--- src/rtl/ewd_pkg.sv ---
package ewd_pkg;
  localparam int PIX_W    = 8;
  localparam int WIN_N    = 9;
  localparam int CTR_IX   = WIN_N / 2;
  localparam int SQ_STEPS = 3;
  localparam int GRP_N    = 3;
  localparam int GRP_SZ   = WIN_N / GRP_N;
  localparam int GRP_W    = PIX_W + $clog2(GRP_SZ);
  localparam int SUM_W    = PIX_W + $clog2(WIN_N);
  localparam int QUO_W    = SUM_W + PIX_W;
  localparam int LANE_LAT = SQ_STEPS + 4;
  localparam int PIPE_LAT = LANE_LAT + 4;

  typedef logic [PIX_W-1:0]   pix_t;
  typedef logic [2*PIX_W-1:0] wide_t;

  localparam pix_t PIX_MAX = '1;

  // product of two pixels, keeping only the upper byte
  function automatic pix_t hi_mul(input pix_t a, input pix_t b);
    wide_t pr;
    pr = wide_t'(a) * wide_t'(b);
    return pr[2*PIX_W-1:PIX_W];
  endfunction

  // weight that a zero gap ends up with after the squaring chain
  function automatic pix_t ctr_weight();
    pix_t x;
    x = PIX_MAX;
    for (int k = 0; k < SQ_STEPS; k++) x = hi_mul(x, x);
    return x;
  endfunction

  localparam pix_t CTR_WT = ctr_weight();
endpackage

--- src/rtl/ewd_lane.sv ---
// One window position: gap, complement, squaring chain, weighted pixel.
module ewd_lane
  import ewd_pkg::*;
(
  input  logic clk,
  input  logic adv,
  input  pix_t pix_i,
  input  pix_t ctr_i,
  output pix_t wt_o,
  output pix_t prod_o
);
  logic [PIX_W:0] dif_q;
  pix_t           dist_q;
  pix_t           dist_c;
  pix_t           sq_q [SQ_STEPS+1];
  pix_t           pd_q [SQ_STEPS+3];

  // magnitude of the two's complement gap (never -256)
  always_comb begin
    if (dif_q[PIX_W]) dist_c = (~dif_q[PIX_W-1:0]) + pix_t'(1);
    else              dist_c = dif_q[PIX_W-1:0];
  end

  always_ff @(posedge clk) begin
    if (adv) begin
      dif_q    <= {1'b0, pix_i} - {1'b0, ctr_i};
      pd_q[0]  <= pix_i;
      dist_q   <= dist_c;
      pd_q[1]  <= pd_q[0];
      sq_q[0]  <= PIX_MAX - dist_q;
      pd_q[2]  <= pd_q[1];
      for (int k = 0; k < SQ_STEPS; k++) begin
        sq_q[k+1] <= hi_mul(sq_q[k], sq_q[k]);
        pd_q[k+3] <= pd_q[k+2];
      end
      wt_o   <= sq_q[SQ_STEPS];
      prod_o <= hi_mul(sq_q[SQ_STEPS], pd_q[SQ_STEPS+2]);
    end
  end
endmodule

--- src/rtl/ewd_sum.sv ---
// Two-level adder tree for weights and weighted pixels.
module ewd_sum
  import ewd_pkg::*;
(
  input  logic                   clk,
  input  logic                   adv,
  input  pix_t [WIN_N-1:0]       wt_i,
  input  pix_t [WIN_N-1:0]       prod_i,
  output logic [SUM_W-1:0]       den_o,
  output logic [SUM_W-1:0]       num_o
);
  logic [GRP_W-1:0] gden_c [GRP_N];
  logic [GRP_W-1:0] gnum_c [GRP_N];
  logic [GRP_W-1:0] gden_q [GRP_N];
  logic [GRP_W-1:0] gnum_q [GRP_N];
  logic [SUM_W-1:0] tden_c;
  logic [SUM_W-1:0] tnum_c;

  always_comb begin
    for (int g = 0; g < GRP_N; g++) begin
      gden_c[g] = '0;
      gnum_c[g] = '0;
      for (int j = 0; j < GRP_SZ; j++) begin
        gden_c[g] = gden_c[g] + GRP_W'(wt_i[g*GRP_SZ+j]);
        gnum_c[g] = gnum_c[g] + GRP_W'(prod_i[g*GRP_SZ+j]);
      end
    end
  end

  always_comb begin
    tden_c = '0;
    tnum_c = '0;
    for (int g = 0; g < GRP_N; g++) begin
      tden_c = tden_c + SUM_W'(gden_q[g]);
      tnum_c = tnum_c + SUM_W'(gnum_q[g]);
    end
  end

  always_ff @(posedge clk) begin
    if (adv) begin
      for (int g = 0; g < GRP_N; g++) begin
        gden_q[g] <= gden_c[g];
        gnum_q[g] <= gnum_c[g];
      end
      den_o <= tden_c;
      num_o <= tnum_c;
    end
  end
endmodule

--- src/rtl/ewd_div.sv ---
// Normalising divide, then clamp to the pixel range.
module ewd_div
  import ewd_pkg::*;
(
  input  logic             clk,
  input  logic             adv,
  input  logic [SUM_W-1:0] num_i,
  input  logic [SUM_W-1:0] den_i,
  output pix_t             pix_o
);
  logic [QUO_W-1:0] quo_c;
  logic [QUO_W-1:0] quo_q;

  // numerator carries back the byte dropped in each weighted product
  always_comb begin
    if (den_i == '0) quo_c = '1;
    else             quo_c = {num_i, {PIX_W{1'b0}}} / QUO_W'(den_i);
  end

  always_ff @(posedge clk) begin
    if (adv) begin
      quo_q <= quo_c;
      pix_o <= (quo_q > QUO_W'(PIX_MAX)) ? PIX_MAX : quo_q[PIX_W-1:0];
    end
  end
endmodule

--- src/rtl/edge_wt_denoise.sv ---
module edge_wt_denoise
  import ewd_pkg::*;
(
  input  logic                   clk,
  input  logic                   rst,
  input  logic                   in_valid,
  output logic                   in_ready,
  input  logic [WIN_N*PIX_W-1:0] in_win,
  output logic                   out_valid,
  input  logic                   out_ready,
  output logic [PIX_W-1:0]       out_pix
);
  localparam int LANE_IX = LANE_LAT - 1;
  localparam int SUM_IX  = LANE_LAT + 1;

  logic [PIPE_LAT-1:0] vld_q;
  logic                adv;
  pix_t [WIN_N-1:0]    wt_w;
  pix_t [WIN_N-1:0]    pr_w;
  logic [SUM_W-1:0]    den_w;
  logic [SUM_W-1:0]    num_w;

  // whole pipeline moves unless a finished result is waiting
  assign adv       = out_ready | ~vld_q[PIPE_LAT-1];
  assign in_ready  = adv;
  assign out_valid = vld_q[PIPE_LAT-1];

  always_ff @(posedge clk) begin
    if (rst)      vld_q <= '0;
    else if (adv) vld_q <= {vld_q[PIPE_LAT-2:0], in_valid};
  end

  for (genvar i = 0; i < WIN_N; i++) begin : g_lane
    ewd_lane u_lane (
      .clk   (clk),
      .adv   (adv),
      .pix_i (in_win[i*PIX_W +: PIX_W]),
      .ctr_i (in_win[CTR_IX*PIX_W +: PIX_W]),
      .wt_o  (wt_w[i]),
      .prod_o(pr_w[i])
    );
  end

  ewd_sum u_sum (
    .clk   (clk),
    .adv   (adv),
    .wt_i  (wt_w),
    .prod_i(pr_w),
    .den_o (den_w),
    .num_o (num_w)
  );

  ewd_div u_div (
    .clk  (clk),
    .adv  (adv),
    .num_i(num_w),
    .den_i(den_w),
    .pix_o(out_pix)
  );


  ctr_weight_chk: assert property (@(posedge clk) disable iff (rst)
    vld_q[LANE_IX] |-> (wt_w[CTR_IX] == CTR_WT));


  den_floor_chk: assert property (@(posedge clk) disable iff (rst)
    vld_q[SUM_IX] |-> (den_w >= SUM_W'(CTR_WT)));


  num_bound_chk: assert property (@(posedge clk) disable iff (rst)
    vld_q[SUM_IX] |-> (num_w <= den_w));


  out_hold_chk: assert property (@(posedge clk) disable iff (rst)
    (out_valid && !out_ready) |=> (out_valid && $stable(out_pix)));
endmodule

--- config.mk ---
export PLATFORM = sky130hd
export DESIGN_NAME = edge_wt_denoise
export DESIGN_NICKNAME = d
export VERILOG_FILES = /design/src/rtl/ewd_pkg.sv /design/src/rtl/ewd_lane.sv /design/src/rtl/ewd_sum.sv /design/src/rtl/ewd_div.sv /design/src/rtl/edge_wt_denoise.sv
export SDC_FILE = /design/constraint.sdc
export NUM_CORES = 2
export LEC_CHECK = 0
export ABC_AREA = 1
export CAP_MARGIN = 20
export CORE_UTILIZATION = 66
export CTS_BUF_LIST = sky130_fd_sc_hd__clkbuf_8
export DETAILED_ROUTE_END_ITERATION = 10
export DONT_BUFFER_PORTS = 1
export GPL_TIMING_DRIVEN = 0
export MAX_ROUTING_LAYER = met4
export PLACE_DENSITY = 0.85
export SLEW_MARGIN = 0
export SYNTH_ARGS = -nofsm -noshare
export SYNTH_HDL_FRONTEND = slang
export SYNTH_HIERARCHICAL = 1
export SYNTH_SLANG_ARGS = --single-unit
--- constraint.sdc ---
create_clock -name clk -period 60.8 [get_ports clk]
set_input_delay 9.12 -clock clk [delete_from_list [all_inputs] [get_ports clk]]
set_output_delay 9.12 -clock clk [all_outputs]
set_load 0.1 [all_outputs]
Yosys cells after proc, flatten, opt, wreduce, memory -nomap -nowiden
Memory sizes are Yosys's and may differ from the RTL's.
Index checks and enable logic that the tools add are counted.
- flip-flop bits (word level): 360
- memory bits (writable): 780
- bits of input ports: 76
- output and inout bits: 10
- logic and storage cells: 165
- memories: 20
- memory list (name ; depth ; width ; rd ports ; clocked after Yosys merged registers in ; wr ports ; RTL line ; text):
    g_lane[0].u_lane.pd_q ; 6 ; 8 ; 6 ; 0 ; 6 ; ewd_lane.sv:16 ; pix_t pd_q [SQ_STEPS+3];
    g_lane[1].u_lane.pd_q ; 6 ; 8 ; 6 ; 0 ; 6 ; ewd_lane.sv:16 ;
    g_lane[2].u_lane.pd_q ; 6 ; 8 ; 6 ; 0 ; 6 ; ewd_lane.sv:16 ;
    g_lane[3].u_lane.pd_q ; 6 ; 8 ; 6 ; 0 ; 6 ; ewd_lane.sv:16 ;
    g_lane[4].u_lane.pd_q ; 6 ; 8 ; 6 ; 0 ; 6 ; ewd_lane.sv:16 ;
    g_lane[5].u_lane.pd_q ; 6 ; 8 ; 6 ; 0 ; 6 ; ewd_lane.sv:16 ;
    +14 memories ; n/a ; n/a ; n/a ; n/a ; n/a ; n/a ;
- add/subtract/negate cells: 43
- multipliers: 36
- divide/modulo/power cells: 1
- magnitude comparators: 1
- multiplexer cells: 11
- bitwise logic cells: 11
- reductions and logical operators: 1
- operator list (operator ; count):
    $mul 8x8->16 ; 36
    $sub 8x8->9 ; 9
    $add 8x1->8 const B ; 9
    $mux 8 ; 9
    $not 8->8 ; 9
    $sub 8x8->8 const A ; 9
    $add 10x8->10 ; 6
    $add 8x8->9 ; 6
    $add 12x10->12 ; 2
    $add 10x10->11 ; 2
    $div 20x12->20 ; 1
    $gt 20x8->1 const B ; 1
    $logic_not 12->1 ; 1
    $mux 1 ; 2
    $not 1->1 ; 1
    $or 1x1->1 ; 1

Logic depth before layout (Yosys ltp)
- word-level depth: 4
- mapped depth: 290
- depth with buffers taken out: 274

Cells and area by module
The synthesis kept the hierarchy.
- by module, submodules not included (module ; instances ; cells an instance ; area each (µm²) ; sequential area each (µm²)):
    ewd_lane (g_lane[0].u_lane ...) ; 4 ; 1277 ; 11150.7 ; 3393.3
    ewd_lane (g_lane[8].u_lane) ; 1 ; 1268 ; 11194.5 ; 3393.3
    ewd_lane (g_lane[1].u_lane) ; 1 ; 1287 ; 11169.5 ; 3393.3
    ewd_lane (g_lane[7].u_lane) ; 1 ; 1271 ; 11139.4 ; 3393.3
    ewd_lane (g_lane[2].u_lane) ; 1 ; 1273 ; 11125.7 ; 3393.3
    ewd_lane (g_lane[5].u_lane) ; 1 ; 1273 ; 11123.2 ; 3393.3
    ewd_div ; 1 ; 1683 ; 10386.2 ; 840.8
    ewd_sum ; 1 ; 934 ; 8042.7 ; 2522.4
    edge_wt_denoise ; 1 ; 69 ; 574.3 ; 220.2

Least setup slack after synthesis
OpenSTA, ideal clock, no wires.
- path kind: flip-flop to flip-flop
- start: register u_sum.den_o[0]
- end: register u_div.quo_q[0], data pin
- data arrival time: 33968 ps
- data required time: 60544 ps
- setup slack: 26576 ps
- stages on the path, launching flop included: 272
- period minus slack after synthesis: 34224 ps
- cell sequence: edfxtp_1 > buf_2 > clkinv_1 > ha_1 > inv_1 > nor2_1 > nand2_1 > nor2_1 > nand3_1 > nand3_1 > nand2_1 > ha_1 > inv_1 > o21bai_1 > nand3_2 > clkinv_1 > nand2_1 > nand2_1 > (+236 left out) > inv_1 > nor2_1 > nand4_4 > nor2_4 > nand3_4 > inv_2 > buf_2 > nand2_1 > o21ai_1 > ha_1 > a21oi_1 > nor2_1 > a211oi_1 > o2111ai_1 > nor2_1 > nand3_1 > nor2_1 > nand2_1
- longest elaborated chain between the ends: 1
- RTL lines (element ; RTL line ; text):
    from (decl) ; ewd_sum.sv:9 ; output logic [SUM_W-1:0] den_o,
    from (signal assigned) ; ewd_sum.sv:45 ; den_o <= tden_c;
    $div 20x12->20 or $logic_not 12->1 (tied branches) ; ewd_div.sv:17, ewd_div.sv:16 ;
    to (signal assigned) ; ewd_div.sv:22 ; quo_q <= quo_c;
    to (decl) ; ewd_div.sv:12 ; logic [QUO_W-1:0] quo_q;
Several ways; a longest one is shown, not always the timed one.
A chain may end at the register's enable or synchronous reset.

Worst setup path in the final report
Ends and elaborated chain as after synthesis.

==> flow_summary.yaml <==
outcome:
  status: "finished, final reports clean"
cells_and_area:
  mostFrequentLayoutCells: "inv_1 (3,523), nand2_1 (3,446), ha_1 (1,412)"
  area_growth_pct: 5.88
  final_cell_area_sq_um: 126000
  layout_commonest_cell: "inv_1"
  fill_cells: 13100
  nets: 16900
  layout-drive-gt1-share: 0.0370
global_route:
  grt_max_degree: 131
  use_met2: 0.477
  use_met1: 0.345
  grt_pass1_vias: 89400
  gr-total-overflow: 0
  track_usage: 0.277
  antenna_found_initial: 12
  grt_pass1_wl_microns: 407000
  top_usage_layer: "met2"
  use_met3: 0.0328
cts:
  cts.path.max_buffers: 3
  cts_buffers: 190
  clock_sinks: 1140
  clk_root_buffer_cell: "clkbuf_8"
  cts_tree: "done"
  cts_hold_buf: 0
  post_cts_buffers: 0
  postCtsResizedCells: 0
  path_clk_slew_ns: 0.06
  cts_max_level: 4
  worstSkewPairLatency_ns: 0.97
synthesis:
  synth-seq-area-share: 0.286
  synth_edf_count: 1129
  synth.avg_cell_area_sq_um: 8.43
  syn_area_sq_um: 119000
  syn_nets: 16700
  synth_cell_type_count: 63
  synth_top_area_frac: 0.284
  syn_inst: 14200
  synth_area_leaders: "edfxtp_1 (28%), fa_1 (17%), ha_1 (15%)"
  synthFlopType: "edfxtp_1"
  synth_area_leader_cell: "edfxtp_1"
  synth-seq-cells: 1140
  async_flop_share: 0
  synth_warnings: 6
sta:
  setup_viol: 0
  worstMarginPinSlew_ns: 1.07
  fin_hold_ws_ns: 0.350
  finalCritPeriodShare: 0.688
  setup_ws_ns: 18.95
  fin_setup_tns_ns: 0
  clock_skew_ns: 0.0658
  final_hold_viol_count: 0
  min_period_ns: 41.85
  grt_setup_unrepaired: "false"
  drv_slew: 0
  fmax_mhz: 23.9
  relSlewSlack: 0.285
critical_path:
  crit_type: "reg2reg"
  cp_num_buf_inv: 48
  path_common_cell: "nand2_1"
  path_delay_family: "simple AND/OR/NAND/NOR gates"
  slowest_delay_ns: 0.73
  path_max_fanout: 21
  end_kind: "flip-flop"
  crit_required_ns: 61.50
  critPathArrivalTime_ns: 42.55
  critical-path-slowest-cell: "clkinv_1"
  worstSetupStartpointType: "flip-flop"
floorplan:
  die_x_microns: 427
  rows: 155
  num_io_pins: 86
  core_sq_um: 179000
  die_h_microns: 427
  die_area_sq_um: 183000
  start_util: 0.667
placed_design:
  hpwl_microns: 190000
  place_ws_ns: 19.68
  place_area_sq_um: 123000
  port_buffers: 0
  gp_congestion: 0.937
min_path:
  hold_class: "reg2reg"
detailed_routing:
  drt_iter0_drc: 5820
  first_pass_iters: 8
  vias_per_cell: 5.27
  vias: 88900
  ant_nets: 0
  routedWlPerCell_microns: 14.2
  drc: 0
  wl_microns: 239000
job:
  cap_violations: 0
metrics by stage:
step / util / std cells
final: 0.706 / 16900
after global routing: 0.706 / 16900
after CTS: 0.706 / 16900
after detailed placement: 0.685 / 16500
after global placement: 0.683 / 16500
after floorplan: - / 14200
area by class of cell:
cell class	count	area [sq um]	area share
clock inverter	154	1150	0.00910
clock buffer	191	2630	0.0208
antenna	3	7.51	0.0000594
buffer	316	1280	0.0102
multi-input combinational	9212	70800	0.560
timing repair buffer	10	275	0.00218
sequential	1140	34100	0.270
tap	2355	2950	0.0233
inverter	3498	13100	0.104
layer usage:
layer | wire (microns) | up-vias
met2 | 119000 | 2147
met1 | 103000 | 41900
met3 | 12000 | 469
li1 | - | 44400
met5 | 0 | -
met4 | 6200 | 0
registers in the layout, indices dropped and copies added, names as in the netlist, 30 cells and up:
register and count:
g_lane.u_lane/dist_q 72, g_lane.u_lane/sq_q 288, g_lane.u_lane/pd_q 432, g_lane.u_lane/dif_q 81, g_lane.u_lane/prod_o 72, u_sum/gnum_q 30
u_sum/gden_q 30, g_lane.u_lane/wt_o 72
cell usage after synthesis, types with 5 or more instances:
cell and count:
clkinv_1 7, nor3_1 101, a21oi_2 6, a21oi_1 560
o21ai_2 5, a31oi_1 72, o21bai_2 9, o21bai_1 92
nand3_1 459, o31ai_1 19, buf_6 6, nand2_2 76
ha_1 1412, fa_1 1017, nand3_2 30, xor2_1 345
nand4_1 121, a21boi_0 24, buf_2 40, a21o_1 101
nand3_4 6, xnor2_1 191, clkbuf_1 267, nand3b_1 37
nor2_1 550, or2_2 39, inv_1 3476, nor2_2 19
o21a_1 19, o21ai_0 271, nand2_4 7, nand2_1 3446
nor4_1 19, o211ai_1 14, or2_1 11, edfxtp_1 1129
inv_2 13, nor2_4 10, and2_1 30, dfxtp_1 11
o221ai_1 5, o21ai_1 65
worst paths after layout:
| kind | cells past startpoint | from | to | slack, ns |
|---|---|---|---|---|
| setup / recovery | 270 | u_sum/den_o[0] | u_div/quo_q[0] | 18.95 |
| hold / removal | 0 | g_lane[8].u_lane/pd_q[0][3] | g_lane[8].u_lane/pd_q[1][3] | 0.35 |
| setup reg to reg | 270 | u_sum/den_o[0] | u_div/quo_q[0] | 18.95 |
| hold reg to reg | 0 | g_lane[8].u_lane/pd_q[0][3] | g_lane[8].u_lane/pd_q[1][3] | 0.35 |
kinds of logic after synthesis:
family                     share of synthesized area
AOI/OAI and AO/OA                             0.0614
xor gates and xnor gates                      0.0393
adders and majority gates                      0.319
buffers and inverters                          0.121
DFF                                            0.286
and+or+nand+nor                                0.174
Power is left out: the tool's default activity adds up to more than one toggle a clock period on the data nets, which glitch-free logic cannot reach.
